[src/rtl/hsd_pkg.sv]
package hsd_pkg;

  typedef enum logic [1:0] {
    ST_CLEAN  = 2'd0,
    ST_FIXED  = 2'd1,
    ST_DOUBLE = 2'd2,
    ST_PARBIT = 2'd3
  } dec_status_e;

  // Smallest k with 2^k >= data + k + 1
  function automatic int chk_bits(input int dw);
    int k;
    k = 1;
    while ((1 << k) < dw + k + 1) k++;
    return k;
  endfunction

endpackage

[src/rtl/hsd_encoder.sv]
module hsd_encoder #(
  parameter int DATA_W = 8,
  parameter int CHK_W  = 4,
  parameter int CODE_W = 12
) (
  input  logic [DATA_W-1:0] data,
  output logic [CODE_W:0]   word
);

  logic [CODE_W-1:0] code;
  logic              par;
  int                k;

  always_comb begin
    code = '0;
    k    = DATA_W - 1;
    // data MSB first into the non power-of-two positions
    for (int p = 1; p <= CODE_W; p++) begin
      if ((p & (p - 1)) != 0) begin
        code[p-1] = data[k];
        k = k - 1;
      end
    end
    // even check bits; their own slots are still zero here
    for (int j = 0; j < CHK_W; j++) begin
      par = 1'b0;
      for (int p = 1; p <= CODE_W; p++) begin
        if (((p >> j) & 1) == 1) par = par ^ code[p-1];
      end
      code[(1 << j) - 1] = par;
    end
    word = {^code, code};
  end

endmodule

[src/rtl/hsd_syndrome.sv]
module hsd_syndrome #(
  parameter int CHK_W  = 4,
  parameter int CODE_W = 12
) (
  input  logic [CODE_W:0]  word,
  output logic [CHK_W-1:0] syn,
  output logic             par_err
);

  always_comb begin
    syn = '0;
    for (int j = 0; j < CHK_W; j++) begin
      for (int p = 1; p <= CODE_W; p++) begin
        if (((p >> j) & 1) == 1) syn[j] = syn[j] ^ word[p-1];
      end
    end
    par_err = ^word;
  end

endmodule

[src/rtl/hsd_correct.sv]
module hsd_correct
  import hsd_pkg::*;
#(
  parameter int DATA_W = 8,
  parameter int CHK_W  = 4,
  parameter int CODE_W = 12
) (
  input  logic [CODE_W:0]   word,
  input  logic [CHK_W-1:0]  syn,
  input  logic              par_err,
  output logic [DATA_W-1:0] data,
  output dec_status_e       status
);

  logic [CODE_W-1:0] fixed;
  int                k;

  always_comb begin
    fixed = word[CODE_W-1:0];
    if (syn == '0) begin
      status = par_err ? ST_PARBIT : ST_CLEAN;
    end else if (!par_err) begin
      status = ST_DOUBLE;
    end else if (int'(syn) > CODE_W) begin
      status = ST_DOUBLE;
    end else begin
      status = ST_FIXED;
      fixed[int'(syn)-1] = ~fixed[int'(syn)-1];
    end

    data = '0;
    k    = DATA_W - 1;
    for (int p = 1; p <= CODE_W; p++) begin
      if ((p & (p - 1)) != 0) begin
        data[k] = fixed[p-1];
        k = k - 1;
      end
    end
  end

endmodule

[src/rtl/hsd_codec.sv]
module hsd_codec
  import hsd_pkg::*;
#(
  parameter  int DATA_W = 8,
  localparam int CHK_W  = chk_bits(DATA_W),
  localparam int CODE_W = DATA_W + CHK_W
) (
  input  logic              clk,
  input  logic              rst,
  input  logic              enc_valid_i,
  input  logic [DATA_W-1:0] enc_data_i,
  output logic              enc_valid_o,
  output logic [CODE_W:0]   enc_word_o,
  input  logic              dec_valid_i,
  input  logic [CODE_W:0]   dec_word_i,
  output logic              dec_valid_o,
  output logic [DATA_W-1:0] dec_data_o,
  output logic [CHK_W-1:0]  dec_syndrome_o,
  output logic [1:0]        dec_status_o,
  output logic              dec_uncorr_o
);

  logic [CODE_W:0]   enc_word_c;
  logic [CHK_W-1:0]  syn_c;
  logic              par_err_c;
  logic [DATA_W-1:0] dec_data_c;
  dec_status_e       status_c;

  hsd_encoder #(.DATA_W(DATA_W), .CHK_W(CHK_W), .CODE_W(CODE_W)) u_enc (
    .data (enc_data_i),
    .word (enc_word_c)
  );

  hsd_syndrome #(.CHK_W(CHK_W), .CODE_W(CODE_W)) u_syn (
    .word    (dec_word_i),
    .syn     (syn_c),
    .par_err (par_err_c)
  );

  hsd_correct #(.DATA_W(DATA_W), .CHK_W(CHK_W), .CODE_W(CODE_W)) u_fix (
    .word    (dec_word_i),
    .syn     (syn_c),
    .par_err (par_err_c),
    .data    (dec_data_c),
    .status  (status_c)
  );

  always_ff @(posedge clk) begin
    if (rst) begin
      enc_valid_o <= 1'b0;
      enc_word_o  <= '0;
    end else begin
      enc_valid_o <= enc_valid_i;
      if (enc_valid_i) enc_word_o <= enc_word_c;
    end
  end

  always_ff @(posedge clk) begin
    if (rst) begin
      dec_valid_o    <= 1'b0;
      dec_data_o     <= '0;
      dec_syndrome_o <= '0;
      dec_status_o   <= ST_CLEAN;
      dec_uncorr_o   <= 1'b0;
    end else begin
      dec_valid_o <= dec_valid_i;
      if (dec_valid_i) begin
        dec_data_o     <= dec_data_c;
        dec_syndrome_o <= syn_c;
        dec_status_o   <= status_c;
        dec_uncorr_o   <= (status_c == ST_DOUBLE);
      end
    end
  end

  AST_ENC_LATENCY: assert property (@(posedge clk) disable iff (rst)
    enc_valid_i |=> enc_valid_o);
  AST_DEC_LATENCY: assert property (@(posedge clk) disable iff (rst)
    dec_valid_i |=> dec_valid_o);
  AST_CLEAN_ZERO_SYN: assert property (@(posedge clk) disable iff (rst)
    (dec_valid_o && dec_status_o == ST_CLEAN) |-> (dec_syndrome_o == '0));
  AST_FIX_IN_RANGE: assert property (@(posedge clk) disable iff (rst)
    (dec_valid_o && dec_status_o == ST_FIXED) |->
      (dec_syndrome_o != '0 && int'(dec_syndrome_o) <= CODE_W));
  AST_UNCORR_FLAG: assert property (@(posedge clk) disable iff (rst)
    dec_valid_o |-> (dec_uncorr_o == (dec_status_o == ST_DOUBLE)));
  AST_HOLD_IDLE: assert property (@(posedge clk) disable iff (rst)
    !dec_valid_i |=> ($stable(dec_data_o) && $stable(dec_status_o) &&
                      $stable(dec_syndrome_o)));

endmodule

[config.mk]
export PLATFORM = sky130hd
export DESIGN_NAME = hsd_codec
export DESIGN_NICKNAME = d
export VERILOG_FILES = /design/src/rtl/hsd_pkg.sv /design/src/rtl/hsd_encoder.sv /design/src/rtl/hsd_syndrome.sv /design/src/rtl/hsd_correct.sv /design/src/rtl/hsd_codec.sv
export SDC_FILE = /design/constraint.sdc
export NUM_CORES = 1
export LEC_CHECK = 0
export ABC_AREA = 0
export CAP_MARGIN = 20
export CORE_MARGIN = 2
export CORE_UTILIZATION = 40
export DETAILED_ROUTE_END_ITERATION = 16
export GPL_TIMING_DRIVEN = 1
export MAX_ROUTING_LAYER = met4
export PLACE_DENSITY_LB_ADDON = 0.25
export SKIP_CTS_REPAIR_TIMING = 1
export SLEW_MARGIN = 25
export SYNTH_ARGS = -nofsm -noshare
export SYNTH_HDL_FRONTEND = slang
export SYNTH_SLANG_ARGS = --single-unit
[constraint.sdc]
create_clock -name clk -period 3.95 [get_ports clk]
set_input_delay 0.395 -clock clk [delete_from_list [all_inputs] [get_ports clk]]
set_output_delay 0.395 -clock clk [all_outputs]
set_load 0.01 [all_outputs]
Word-level counts from Yosys, hierarchy flattened

Cells that the tools add are included.

Register bits after elaboration: 30
Input bits: 25
Word-level logic and storage cells: 62

$add $sub $neg: 1
$lt $le $gt $ge: 3
Equal/unequal tests: 1
Muxes and demuxes: 13
Bitwise operators: 33
Reduce and logical (&&, ||, !) cells: 4

Operators by type and width:

| kind                | count |
|---|---|
| $mux 12             | 3 |
| $ge 32x1->1 const B | 1 |
| $lt 32x6->1 const B | 1 |
| $xor 1x1->1         | 32 |
| $reduce_xor 13->1   | 1 |
| $bwmux 12           | 1 |
| $reduce_xor 12->1   | 1 |
| $mux 2              | 4 |
| $sub 4x1->5 const B | 1 |
| $bmux 1 s4          | 1 |
| $demux 1 s4         | 1 |
| $gt 4x4->1 const B  | 1 |
| $logic_not 4->1     | 1 |
| $mux 1              | 3 |
| $eq 2x2->1 const B  | 1 |
| $logic_and 1x1->1   | 1 |
| $not 1->1           | 1 |

Depth between registers and ports, before layout

Gate-level depths: netlist of the first run.

Depth after elaboration: 14
Gate-level depth with buffers: 11
Depth with buffers taken out: 9

By module

A second synthesis of the first run with hierarchy kept.

Cell total of the unflattened synthesis: 191
Area, all modules: 1,939.4 um^2

Modules (own cells, without submodules):

| module       | instances | cells an instance | area each (um^2) | seq. area each (um^2) |
|---|---|---|---|---|
| hsd_codec    | 1         | 96                | 1,084.8          | 600.6 |
| hsd_correct  | 1         | 58                | 435.4            | 0.0 |
| hsd_encoder  | 1         | 20                | 212.7            | 0.0 |
| hsd_syndrome | 1         | 17                | 206.4            | 0.0 |

Worst setup path before layout of the first run

No wires, ideal clock.

Path kind: input to register
Start: in dec_word_i[10]
End: reg dec_data_o[6]
Library setup time: 0.075 ns
Data arrival time: 2.774 ns
Path slack: 1.101 ns
Cell stages on the path: 7
Cells stage by stage: clkbuf_8 > xnor2_4 > xnor3_2 > ha_1 > mux4_1 > a221o_2 > o22ai_2

Word-level cells in the longest chain between the ends: 11
Elaborated cells between the ends (all ways): 21
Classes of those cells: 1 x add/sub; 3 x order compare; 9 x mux; 5 x bitwise; 3 x reduce/logical

Ends and longest elaborated chain:

| what                                                                     | RTL line           | source |
|---|---|---|
| start: declaration                                                       | hsd_codec.sv:15    | `input logic [CODE_W:0] dec_word_i,` |
| $xor 1x1->1 (2 in a row)                                                 | hsd_syndrome.sv:14 | `if (((p >> j) & 1) == 1) syn[j] = syn[j] ^ word[p-1];` |
| $sub 4x1->5                                                              | hsd_correct.sv:28  | `fixed[int'(syn)-1] = ~fixed[int'(syn)-1];` |
| $ge 32x1->1 (implied by the code), or another cell as far along          | hsd_correct.sv:28  |  |
| $logic_and 1x1->1 (implied by the code) / $mux 1 (equally long branches) | hsd_correct.sv:28  |  |
| $mux 1 (implied by the code)                                             | hsd_correct.sv:28  |  |
| $demux 1 s4 / $not 1->1 (equally long branches)                          | n/a                |  |
| $bwmux 12                                                                | hsd_correct.sv:28  |  |
| $mux 12                                                                  | hsd_correct.sv:24  | `end else if (int'(syn) > CODE_W) begin` |
| $mux 12                                                                  | hsd_correct.sv:22  | `end else if (!par_err) begin` |
| $mux 12 (*)                                                              | hsd_correct.sv:20  | `if (syn == '0) begin` |
| end signal: assignment                                                   | hsd_codec.sv:68    | `dec_data_o <= dec_data_c;` |
| end: declaration                                                         | hsd_codec.sv:17    | `output logic [DATA_W-1:0] dec_data_o,` |

Mark *: on every way between the ends. The rest lies on a longest branch, timed or not. The select of a mux whose other input is x is not followed.
A chain may end at the register's enable or synchronous reset.

Worst setup path in the final report of the first run

Start: in dec_word_i[6]
End: reg dec_data_o[6]

Word-level cells in the longest chain between the ends: 12
Elaborated cells between the ends (all ways): 25
Classes of those cells: 1 x add/sub; 3 x order compare; 9 x mux; 9 x bitwise; 3 x reduce/logical

Ends and longest elaborated chain:

| what                                                                     | RTL line |
|---|---|
| $xor 1x1->1 (3 in a row)                                                 | hsd_syndrome.sv:14 |
| $sub 4x1->5                                                              | hsd_correct.sv:28 |
| $ge 32x1->1 (implied by the code), or another cell as far along          | hsd_correct.sv:28 |
| $logic_and 1x1->1 (implied by the code) / $mux 1 (equally long branches) | hsd_correct.sv:28 |
| $mux 1 (implied by the code)                                             | hsd_correct.sv:28 |
| $demux 1 s4 / $not 1->1 (equally long branches)                          | n/a |
| $bwmux 12                                                                | hsd_correct.sv:28 |
| $mux 12                                                                  | hsd_correct.sv:24 |
| $mux 12                                                                  | hsd_correct.sv:22 |
| $mux 12 (*)                                                              | hsd_correct.sv:20 |

Marks and branches as above.

==> flow_summary.toml, run 1 <==
[clocking]
clk_latency_ns = 0.28
clk_path_buf_depth = 2
cts_max_level = 2
cts.sinks = 30
cts_buffers = 5
cts_tree = "built"
cts-root-buf = "clkbuf_8"
clkTransAtPathRegs_ns = 0.07

[setup_path]
worst-path-max-fanout = 6
reg2reg_from = "dec_data_o[6]"
crit_type = "in2reg"
regToRegEndpoint = "dec_data_o[6]"
end_kind = "flop"
cp.arrival_ns = 3.49
critPathLaunchType = "input port"
r2r_setup_slack_ns = 3.13
required_ns = 4.16
r2r_cells = 3

[final_layout]
post-route-util_pct = 55.0
layout_commonest_cell = "clkdlybuf4s50_1"
regArea_sq_um = 601
stdcell_count = 351
finalInstanceArea_sq_um = 2860
n_fill_cell = 512
nets = 310
drive_above_1_share_pct = 12.1
area_growth_pct = 30.6
layout_common_cells = "clkdlybuf4s50_1 (54), dfxtp_1 (30), nor2_1 (29)"
multi_input_area_sq_um = 1490
num_antenna_cells = 0

[yosys]
synth_area_leaders = "dfxtp_1 (27%), xnor2_1 (10%), mux2i_1 (6.4%)"
ys_ff_latch = 30
ys_seq_area_share_pct = 27.4
yosysWarnings = 0
avgSynthCellArea_sq_um = 9.57
synth_edf_count = 0
yosys.area.top_type = "dfxtp_1"
synthesis.instances = 229
async_flop_share_pct = 0
syn_nets = 259
synth.distinct_cells = 55
synth_top_area_share_pct = 27.4
synth_ff_type = "dfxtp_1"
syn_area_sq_um = 2190

[sta]
fmax_mhz = 305
grt_setup_unrepaired = "false"
finalWorstSetupSlack_ns = 0.674
relSlewSlack_pct = 46.4
fin_worst_skew_ns = 0
finalSetupViolations = 0
hold_slack_ns = 0.459
min_period_ns = 3.28
hold_viol = 0
setup-tns-final_ns = 0
finalMaxSlewViolations = 0
worst_pin_slew_ns = 0.802
finalCritPeriodShare_pct = 82.9

[routing]
firstDrtPassIters = 5
wl_per_cell_um = 13.8
wl_mm = 4.84
ant_nets = 0
via_per_inst = 5.08
drc = 0
drtIter0Drc = 69
vias = 1784

[die]
core_sq_um = 5200
initial_utilization_pct = 42.1
die_y_um = 78.0
rows = 26
fp.dieW_um = 78.0
die-area_sq_um = 6090
ios = 55

[pwr]
internal-power_uw = 751
p_sw_share_pct = 37.9
ir_drop_mv = 0.233
power_mw = 1.21
p_clk_share_pct = 21.3
p_leak_nw = 1.11
power_frac_comb_pct = 49.9
switching_power_uw = 459
p_per_area_nw_per_um2 = 423
seqPwrFrac_pct = 28.8

[grt]
grt_pass1_vias = 1709
antenna_found_initial = 0
grt_pass1_wl_mm = 8.23
grt_max_degree = 29
grt_overflow = 0
groute.usage.overall_pct = 17.5

[place]
place_inst = 343
gp_congestion = 0.803
pre_cts_ws_ns = 0.377
dp.final_hpwl_mm = 3.69
io_buffers = 54
placed_cell_area_sq_um = 2770

[worst_hold_path]
hp-start = "dec_data_o[3]"
hold_class = "reg2reg"
min_path_cells = 2
worstHoldEndpoint = "dec_data_o[3]"

[outcome]
status = "finished, final reports clean"

[job]
maxCapViolCount = 0
==> final cells by class <==
type / count / area share (%)
clock buffers: 6 / 2.88
repair buffers: 57 / 19.7
well taps: 70 / 3.06
clock inverters: 2 / 0.437
multi-input cells: 178 / 51.9
inverters: 8 / 1.05
flip-flops and latches: 30 / 21.0
==> worst max-delay path by stage <==
| stage | start | end | slack [ns] | cells after the start |
|---|---|---|---|---|
| floorplan | dec_word_i[10] | dec_data_o[6] | 1.10 | 7 |
| global placement | dec_word_i[10] | dec_data_o[6] | 0.41 | 7 |
| detailed placement | dec_word_i[6] | dec_data_o[6] | 0.38 | 7 |
| CTS | dec_word_i[10] | dec_data_o[6] | 0.67 | 7 |
| global route | dec_word_i[10] | dec_data_o[6] | 0.52 | 7 |
| finish | dec_word_i[6] | dec_data_o[6] | 0.67 | 7 |
==> cell families (layout without fill, tap and decap cells) <==
| kind of cell | Yosys count | in the layout | synth area share (%) |
|---|---|---|---|
| simple gates | 69 | 69 | 15.1 |
| compound gates | 47 | 47 | 17.1 |
| xor+xnor | 41 | 41 | 24.2 |
| flops | 30 | 30 | 27.4 |
| buf+inv | 21 | 73 | 4.79 |
| mux | 16 | 16 | 8.62 |
| fa+ha+maj | 5 | 5 | 2.85 |
==> cells in the mapped netlist (2+ instances only) <==
cell type	instances
o211ai_1	2
xor2_2	2
nor2b_1	3
mux2i_1	14
nor2_1	29
nor4_1	3
o31ai_2	2
xnor2_1	26
nand3_1	2
xnor2_4	3
o21ai_0	10
o31ai_1	3
a21oi_1	2
o2bb2ai_1	3
o211a_1	2
xnor3_2	2
a211oi_1	6
dfxtp_1	30
and3_1	3
xnor2_2	5
nor3_1	10
clkbuf_1	8
a31oi_1	2
o21a_1	2
buf_6	2
inv_1	8
nand2_1	13
ha_1	5
==> worst max-delay path: stages <==
cell and delay, ns:
clkdlybuf4s50_1 0.61, xor2_2 0.30, xnor3_2 0.57, ha_1 0.44, mux4_1 0.57, a221o_2 0.44, o22ai_2 0.16
==> state kept, by name, summed over array words and instances, names as in the netlist <==
register	count
dec_data_o	8
dec_status_o	2
dec_syndrome_o	4
dec_uncorr_o	1
dec_valid_o	1
enc_valid_o	1
enc_word_o	13
==> power groups by stage <==
| stage | registers (mW) | clock network, mW | logic [mW] |
|---|---|---|---|
| floorplan | 0.369 | 0 | 0.434 |
| global placement | 0.355 | 0 | 0.598 |
| detailed placement | 0.354 | 0 | 0.606 |
| CTS | 0.348 | 0.266 | 0.608 |
| global route | 0.352 | 0.285 | 0.663 |
| finish | 0.348 | 0.258 | 0.604 |
==> layer usage <==
layer  track usage, %  share of wire [%]
met4             5.79                1.4
met2             27.6                 47
met1             22.7                 46
met3             3.33                4.8
met5                -                  0
No activity file was read; power rests on OpenSTA's default activity.
==> run 2, diff against run 1 <==
==> constraint.sdc (replaced) <==
create_clock -name clk -period 3.21 [get_ports clk]
set_input_delay 0.321 -clock clk [delete_from_list [all_inputs] [get_ports clk]]
set_output_delay 0.321 -clock clk [all_outputs]
set_load 0.01 [all_outputs]
==> flow_summary.toml, run 2 (synthesis results as in run 1) <==
[setup_path]
critPathLaunchType = "input port"
crit_type = "in2reg"
worst-path-max-fanout = 4
r2r_setup_slack_ns = 2.38
cp.arrival_ns = 3.11
required_ns = 3.42
end_kind = "flop"

[grt]
grt_max_degree = 29
grt_pass1_wl_mm = 8.56
groute.usage.overall_pct = 18.2
grt_overflow = 0
grt_pass1_vias = 1783
antenna_found_initial = 0

[die]
fp.dieW_um = 78.0
core_sq_um = 5200
rows = 26
die-area_sq_um = 6090
die_y_um = 78.0
initial_utilization_pct = 42.1
ios = 55

[sta]
setup-tns-final_ns = 0
hold_viol = 0
finalCritPeriodShare_pct = 90.2
finalMaxSlewViolations = 0
hold_slack_ns = 0.464
finalSetupViolations = 0
grt_setup_unrepaired = "false"
fin_worst_skew_ns = 0
fmax_mhz = 345
relSlewSlack_pct = 46.5
worst_pin_slew_ns = 0.799
min_period_ns = 2.90

[final_layout]
largest_registers = "enc_word_o: 13 flops, dec_data_o: 8 flops, dec_syndrome_o: 4 flops"
drive_above_1_share_pct = 16.6
largest_reg_flops = 13
nets = 325
largest_register = "enc_word_o"
num_antenna_cells = 0
stdcell_count = 366
layout_common_cells = "clkdlybuf4s50_1 (54), dfxtp_1 (30), nor2_1 (29)"
area_growth_pct = 35.7
layout_commonest_cell = "clkdlybuf4s50_1"

[pwr]
p_per_area_nw_per_um2 = 519
ir_drop_mv = 0.261
p_leak_nw = 1.19
power_mw = 1.54

[job]
maxCapViolCount = 0

[clocking]
cts.sinks = 30
cts_max_level = 2
clk_latency_ns = 0.28
cts_tree = "built"
clk_path_buf_depth = 2
cts_buffers = 5
clkTransAtPathRegs_ns = 0.06
cts-root-buf = "clkbuf_8"

[outcome]
status = "finished, final reports clean"

[routing]
ant_nets = 0
drc = 0
drtIter0Drc = 121
wl_per_cell_um = 13.7
via_per_inst = 5.13
wl_mm = 5.00
firstDrtPassIters = 4
vias = 1879

[place]
place_inst = 358
dp.final_hpwl_mm = 3.86
io_buffers = 54
gp_congestion = 0.824

[worst_hold_path]
hold_class = "reg2reg"
## run 2: worst paths after layout
kind             startpoint             to  cells past startpoint
max reg2reg   dec_data_o[6]  dec_data_o[6]                      3
min reg2reg   dec_data_o[0]  dec_data_o[0]                      2
max          dec_word_i[10]  dec_data_o[6]                      7
min           dec_data_o[0]  dec_data_o[0]                      2
## run 2: report_power, final
part	internal (mW)	switching (mW)
registers	0.410	0.0183
clock network	0.172	0.148
logic	0.381	0.414
total	0.963	0.580
## run 2: cell type report
cell class              count  area [sq um]
well taps                  70          87.6
clock inverters             2          12.5
clock buffers               6          82.6
fillers                   486          2230
repair buffers             72           676
inverters                   8          30.0
multi-input cells         178          1490
flip-flops and latches     30           601
## run 2: through the flow
step | setup WS, ns | instance area [sq um] | util (%)
floorplan | 0.435 | 2190 | -
global placement | 0.0483 | 2880 | 55.3
detailed placement | 0.00409 | 2880 | 55.3
CTS | 0.308 | 2980 | 57.2
global route | 0.126 | 2980 | 57.2
finish | 0.313 | 2980 | 57.2
## run 2: routing by layer
layer | GRT usage (%) | wire (um)
met1 | 22.2 | 2240
met2 | 29.8 | 2420
met3 | 3.79 | 264
met4 | 6.84 | 78
met5 | - | 0
## run 2: worst max-delay path, cell delays in order
cell and delay, ns:
clkdlybuf4s50_1 0.55, xnor2_4 0.32, xnor3_2 0.40, ha_1 0.36
mux4_1 0.56, a221o_2 0.44, o22ai_2 0.16
